File: config.mk
export PLATFORM = sky130hd
export DESIGN_NAME = corr_err_thresh
export DESIGN_NICKNAME = d
export VERILOG_FILES = /design/src/rtl/ceth_pkg.sv /design/src/rtl/ceth_wr_decode.sv /design/src/rtl/ceth_thr_reg.sv /design/src/rtl/ceth_counter.sv /design/src/rtl/ceth_rd_mux.sv /design/src/rtl/corr_err_thresh.sv
export SDC_FILE = /design/constraint.sdc
export NUM_CORES = 1
export LEC_CHECK = 0
export BUFFER_PORTS_ARGS = -buffer_cell sky130_fd_sc_hd__buf_2
export CORE_UTILIZATION = 54
export CTS_BUF_LIST = sky130_fd_sc_hd__clkbuf_8
export DETAILED_ROUTE_END_ITERATION = 16
export PLACE_DENSITY = 0.83
export SKIP_CTS_REPAIR_TIMING = 1
export SYNTH_ARGS = -nofsm -noshare
export SYNTH_HDL_FRONTEND = slang
export SYNTH_SLANG_ARGS = --single-unit
File: constraint.sdc
create_clock -name clk -period 4.6 [get_ports clk]
set_clock_uncertainty 0.1 [all_clocks]
set_input_delay 0.23 -clock clk [delete_from_list [all_inputs] [get_ports clk]]
set_output_delay 0.23 -clock clk [all_outputs]
set_load 0.03 [all_outputs]
File: src/rtl/ceth_pkg.sv
package ceth_pkg;

    parameter int DATA_W = 32;
    parameter int CNT_W  = 16;
    parameter int THR_WORD = 0;
    parameter int CNT_WORD = 1;

    typedef logic [CNT_W-1:0]  cnt_t;
    typedef logic [DATA_W-1:0] word_t;

    typedef struct packed {
        logic thr_we;
        logic cnt_clr;
        cnt_t field;
    } wr_req_t;

    typedef struct packed {
        logic fire;
        logic hold;
    } cnt_evt_t;

    function automatic word_t widen(input cnt_t v);
        return {{(DATA_W-CNT_W){1'b0}}, v};
    endfunction

endpackage

File: src/rtl/ceth_wr_decode.sv
module ceth_wr_decode
    import ceth_pkg::*;
#(
    parameter int ADDR_W = 2
) (
    input  logic              reg_wr,
    input  logic              reg_priv,
    input  logic [ADDR_W-1:0] reg_addr,
    input  word_t             reg_wdata,
    output wr_req_t           req
);
    logic ok;

    always_comb begin
        ok          = reg_wr && reg_priv;
        req.thr_we  = ok && (reg_addr == ADDR_W'(THR_WORD));
        req.cnt_clr = ok && (reg_addr == ADDR_W'(CNT_WORD));
        req.field   = reg_wdata[CNT_W-1:0];
    end
endmodule

File: src/rtl/ceth_thr_reg.sv
module ceth_thr_reg
    import ceth_pkg::*;
(
    input  logic    clk,
    input  logic    rst,
    input  wr_req_t req,
    output cnt_t    thr_q
);
    always_ff @(posedge clk) begin
        if (rst)
            thr_q <= '0;
        else if (req.thr_we)
            thr_q <= req.field;
    end
endmodule

File: src/rtl/ceth_counter.sv
module ceth_counter
    import ceth_pkg::*;
(
    input  logic    clk,
    input  logic    rst,
    input  logic    err_strobe,
    input  logic    profile_en,
    input  logic    cnt_clr,
    input  cnt_t    thr_q,
    output cnt_t    cnt_q,
    output logic    irq
);
    logic           counted;
    logic [CNT_W:0] bumped;
    cnt_evt_t       evt;
    cnt_t           cnt_d;

    always_comb begin
        counted  = err_strobe && profile_en;
        bumped   = {1'b0, cnt_q} + 1'b1;
        evt.fire = counted && (thr_q != '0) && (bumped >= {1'b0, thr_q});
        evt.hold = (thr_q == '0) && (cnt_q == '1);
        if (cnt_clr)
            cnt_d = '0;
        else if (!counted || evt.hold)
            cnt_d = cnt_q;
        else if (evt.fire)
            cnt_d = '0;
        else
            cnt_d = bumped[CNT_W-1:0];
    end

    always_ff @(posedge clk) begin
        if (rst) begin
            cnt_q <= '0;
            irq   <= 1'b0;
        end else begin
            cnt_q <= cnt_d;
            irq   <= evt.fire && !cnt_clr;
        end
    end
endmodule

File: src/rtl/ceth_rd_mux.sv
module ceth_rd_mux
    import ceth_pkg::*;
#(
    parameter int ADDR_W = 2
) (
    input  logic [ADDR_W-1:0] reg_addr,
    input  cnt_t              thr_q,
    input  cnt_t              cnt_q,
    output word_t             reg_rdata
);
    always_comb begin
        if (reg_addr == ADDR_W'(THR_WORD))
            reg_rdata = widen(thr_q);
        else if (reg_addr == ADDR_W'(CNT_WORD))
            reg_rdata = widen(cnt_q);
        else
            reg_rdata = '0;
    end
endmodule

File: src/rtl/corr_err_thresh.sv
module corr_err_thresh
    import ceth_pkg::*;
#(
    parameter int ADDR_W = 2
) (
    input  logic              clk,
    input  logic              rst,
    input  logic              reg_wr,
    input  logic              reg_priv,
    input  logic [ADDR_W-1:0] reg_addr,
    input  logic [31:0]       reg_wdata,
    output logic [31:0]       reg_rdata,
    input  logic              err_strobe,
    input  logic              profile_en,
    output logic              irq
);
    wr_req_t req;
    cnt_t    thr_q;
    cnt_t    cnt_q;

    ceth_wr_decode #(.ADDR_W(ADDR_W)) u_dec (
        .reg_wr    (reg_wr),
        .reg_priv  (reg_priv),
        .reg_addr  (reg_addr),
        .reg_wdata (reg_wdata),
        .req       (req)
    );

    ceth_thr_reg u_thr (
        .clk   (clk),
        .rst   (rst),
        .req   (req),
        .thr_q (thr_q)
    );

    ceth_counter u_cnt (
        .clk        (clk),
        .rst        (rst),
        .err_strobe (err_strobe),
        .profile_en (profile_en),
        .cnt_clr    (req.cnt_clr),
        .thr_q      (thr_q),
        .cnt_q      (cnt_q),
        .irq        (irq)
    );

    ceth_rd_mux #(.ADDR_W(ADDR_W)) u_rd (
        .reg_addr  (reg_addr),
        .thr_q     (thr_q),
        .cnt_q     (cnt_q),
        .reg_rdata (reg_rdata)
    );
endmodule

==> Word-level counts from Yosys, hierarchy flattened <==
Index checks and enable logic that the tools add are counted.
{ "op_classes": {"n_mul": 0, "bitwise": 0, "div": 0, "reduce_logical": 15, "n_mux": 3, "n_eq_ne": 2, "shifts": 0, "n_lt_le_gt_ge": 1, "add_sub_neg": 1} }
{ "ops": {"columns": ["op", "count"], "rows": [
  ["$mux 16", 2],
  ["$mux 32", 1],
  ["$add 16x1->17 const B", 1],
  ["$ge 17x16->1", 1],
  ["$eq 16x16->1 const B", 1],
  ["$logic_not 16->1", 1],
  ["$reduce_bool 16->1", 1],
  ["$logic_and 1x1->1", 8],
  ["$eq 2x1->1 const B", 1],
  ["$logic_not 1->1", 2],
  ["$logic_not 2->1", 1],
  ["$reduce_or 2->1", 1],
  ["$logic_or 1x1->1", 1]
]} }
{ "word_totals": {"romBits": 0, "input_bits": 40, "ff_bits": 33, "latchBits": 0, "mem_bits_rw": 0, "memories": 0} }

==> Logic depth before layout (Yosys ltp) <==
{ "logic_depth": {"depth_word": 4, "ltp_mapped": 16, "depth_no_buf": 13} }

==> Modules after synthesis <==
A second synthesis with hierarchy kept.
{ "unflattened": {"cells_unflattened": 310, "hier_area_um2": 2625.0} }
{ "modules_own_cells": {"columns": ["mod", "n_inst", "cells_each", "area_each_um2"], "rows": [
  ["ceth_counter", 1, 187, 1516.5],
  ["ceth_thr_reg", 1, 52, 580.6],
  ["ceth_rd_mux", 1, 53, 384.1],
  ["ceth_wr_decode", 1, 18, 143.9]
]} }

==> Least setup slack after synthesis <==
Ideal clock, no wire load.
{ "synth_timing": {"path_kind": "reg2reg", "from": "register u_cnt.cnt_q[0]", "to": "register u_cnt.cnt_q[1]", "setup_slack_ps": 1296, "arrival_time_ps": 3134, "path_buffers": 0, "required_ps": 4430, "path_stages_with_launch": 13, "path_cell_list": "dfxtp_1 > ha_1 > and4_4 > nand3_1 > nor2_1 > xor2_1 > ha_1 > a21o_1 > a2111oi_0 > a21oi_2 > o21bai_4 > or3b_2 > a21oi_1"} }
{ "synth_between": {"elab_chain_len": 4, "word_cells_on_any_way": 7, "cone_classes": "add/sub (1); order compare (1); eq/ne (1); mux (1); reduce/logical (3)"} }
{ "synth_rtl": {"columns": ["item", "line", "rtl"], "rows": [
  ["start: declaration", "ceth_counter.sv:10", "output cnt_t cnt_q,"],
  ["start signal: assignment", "ceth_counter.sv:38", "cnt_q <= cnt_d;"],
  ["$add 16x1->17", "ceth_counter.sv:20", "bumped = {1'b0, cnt_q} + 1'b1;"],
  ["$ge 17x16->1", "ceth_counter.sv:21", "evt.fire = counted && (thr_q != '0) && (bumped >= {1'b0, thr_q});"],
  ["$logic_and 1x1->1", "ceth_counter.sv:21", null],
  ["$mux 16", "ceth_counter.sv:27", "else if (evt.fire)"]
]} }
Several ways; a longest one is shown, not always the timed one.
A chain may end at the register's enable or synchronous reset.

==> Worst setup path in the final report <==
{ "layout_timing": {"from": "register u_cnt.cnt_q[0]", "to": "register u_cnt.cnt_q[12]"} }
The elaborated chain is that of the path after synthesis.

==> flow_summary.ini <==
[run_status]
status = finished clean

[clocking]
numCtsBuffers = 5
cts_tree = yes
clock-sinks = 33
htree_levels = 2
clk_pin_slew_ps = 70
cts_root_buffer = clkbuf_8
clock_latency_ps = 290
clock_path_buffers = 2

[yosys]
synth_enable_flop_cells = 0
ys_seq_area_frac = 0.270
yosys_warnings = 0
avgSynthCellArea_sq_um = 7.66
async_reset_ff_frac = 0
synth_top_flop_cell = dfxtp_1
netlist_area_sq_um = 2440
netlist_instances = 319
synth_cell_types = 40
yosys_register_bits = 33

[cells_and_area]
fill_cells = 385
synthToLayoutAreaGrowth_pct = 7.37
multi_input_area_sq_um = 1540
regArea_sq_um = 661
antenna_cells = 0
drive_gt1_frac = 0.171
nets = 402
final_area_sq_um = 2630

[setup_path]
worstPathRequired_ps = 4740
arrival_ps = 4170
cp_num_buf_inv = 0
crit_slowest_cell = nor3_2
path_delay_family = simple AND/OR/NAND/NOR gates
path_max_fanout = 18
max_stage_delay_ps = 530
path_cells = and3_1, nand3_1, nand2b_1, nor2_1, xnor2_1, ha_1, nand3_1, nor3_1, a2111oi_0, a21oi_2, o21bai_4, nor3_2, a221o_1
path_common_cell = nand3_1
criticalPathCategory = flop to flop
cp-end-kind = flop
critPathLaunchType = flop

[global_route]
grt_pass1_vias = 2061
met1_usage = 0.280
antenna_found_initial = 0
use_met2 = 0.389
use_met3 = 0.0581
grt.busiest_layer = met2
grt_max_degree = 21
grt-ovfl-total = 0
grt_first_pass_wirelength_um = 9000
grt.total_usage = 0.229

[power_and_ir_drop]
peakVddDrop_v = 0.000217
p_per_area_nw_per_um2 = 225
p_leak_uw = 0.00122

[route]
vias = 2223
routedWlPerCell_um = 13.3
vias_per_cell = 5.59
dr.pass1.iters = 4
drt_iter0_drc = 88
drtAntennaViolNets = 0
drc = 0
routed_wl_um = 5290

[floorplan]
dieArea_sq_um = 4800
core-area_sq_um = 4350
num_rows = 24
chipHeight_um = 69.3
fp.dieW_um = 69.3
pin_count = 73
start_util = 0.561

[sta]
hold_viol = 0
rsz0062_at_grt = false
slew_headroom = 0.532
final.period_utilization = 0.877
max_freq_mhz = 248
finalSetupTns_ps = 0
period_minus_slack_ps = 4030
drv_slew = 0
finalWorstSetupSlack_ps = 566
timing.hold.ws_ps = 73.3
worst_pin_slew_ps = 700
finalSetupViolCount = 0

[place]
portBuffers = 40
routabilityCongestion = 0.881
dpl_cell_area_sq_um = 2540
dpl_worst_slack_ps = 651
dp_hpwl_um = 3980

[job]
drv_cap = 0

[hold_path]
hold_class = input pin to flop
## sequential cells by signal, indices dropped and copies added (netlist names)
| name | flops |
|---|---|
| u_cnt.cnt_q | 16 |
| u_thr.thr_q | 16 |
| u_cnt.irq | 1 |
## report_power, final
group          total, uW  switching [uW]  internal, uW
logic               88.6            61.4          27.2
registers            295            5.32           290
clock network        207             106           101
total                591             173           418
## cell type report
cell class,count,share of cell area
well taps,52,0.0248
clock buffers,5,0.0262
flip-flops and latches,33,0.252
multi-input cells,246,0.588
clock inverters,3,0.00429
inverters,18,0.0257
repair buffers,41,0.0791
## cells in the mapped netlist (2+ instances only)
library cell,instances,area [sq um]
mux2i_1,16,160
dfxtp_1,33,661
nand2_1,52,195
a221o_1,4,40.0
nand4_1,3,18.8
o31ai_1,6,45.0
nand2b_1,2,12.5
ha_1,17,213
nand3_1,10,50.1
nor2b_1,2,12.5
xor2_1,6,52.6
a21o_1,3,22.5
buf_4,19,143
nor2_1,32,120
clkbuf_1,12,45.0
a22o_1,6,52.6
or3b_2,5,43.8
nor4_1,4,25.0
nor3_1,9,45.0
or3_1,2,12.5
buf_6,2,22.5
a21oi_1,29,145
inv_1,18,67.6
xnor2_1,8,70.1
o21ai_0,2,10.0
buf_2,3,15.0
## cell usage in the layout, fill, tap and decap left out, types with 2 or more instances in the layout
| cell type | instances |
|---|---|
| nand3_1 | 10 |
| or3_1 | 2 |
| or3b_2 | 5 |
| inv_1 | 21 |
| ha_1 | 17 |
| nor2b_1 | 2 |
| o31ai_1 | 6 |
| a21o_1 | 3 |
| buf_2 | 40 |
| nor4_1 | 4 |
| o21ai_0 | 2 |
| a21oi_1 | 29 |
| a221o_1 | 4 |
| nor3_1 | 9 |
| nand2b_1 | 2 |
| xor2_1 | 6 |
| clkbuf_8 | 5 |
| nand4_1 | 3 |
| mux2i_1 | 16 |
| nor2_1 | 32 |
| a22o_1 | 6 |
| xnor2_1 | 8 |
| dfxtp_1 | 33 |
| conb_1 | 16 |
| nand2_1 | 52 |
## layer usage
layer  part of all wire  routed length (um)  vias up
li1                   -                   -     1104
met1               0.43                2270     1033
met2               0.50                2630       78
met3              0.062                 327        8
met4              0.013                  70        0
met5                  0                   0        -
## cells by family after synthesis
kind of cell               Yosys count  synth area share
DFF                                 33             0.270
muxes                               16            0.0655
AOI/OAI and AO/OA                   54             0.149
adders and majority gates           17            0.0870
and+or+nand+nor                    129             0.255
xor gates and xnor gates            14            0.0502
other                                1           0.00153
buffers and inverters               55             0.121
## final timing paths
check / from / endpoint / slack, ps / cells after the start
min: reg_wdata[13] / u_thr.thr_q[13] / 70 / 3
max: u_cnt.cnt_q[0] / u_cnt.cnt_q[12] / 570 / 13
max reg2reg: u_cnt.cnt_q[0] / u_cnt.cnt_q[12] / 570 / 13
min reg2reg: u_thr.thr_q[12] / u_thr.thr_q[12] / 390 / 2
## per-stage QoR
stage          cells   util  power (uW)
3_5_place_dp     390  0.584         389
4_1_cts          398  0.603         591
6_report         398  0.603         591
2_1_floorplan    334      -         380
3_3_place_gp     390  0.584         387
5_1_grt          398  0.603         614
## worst min-delay path, stage by stage
cell	delay (ps)
buf_2	90
nand2_1	40
a21oi_1	50
Note: power is estimated with default switching activity, not from simulation.
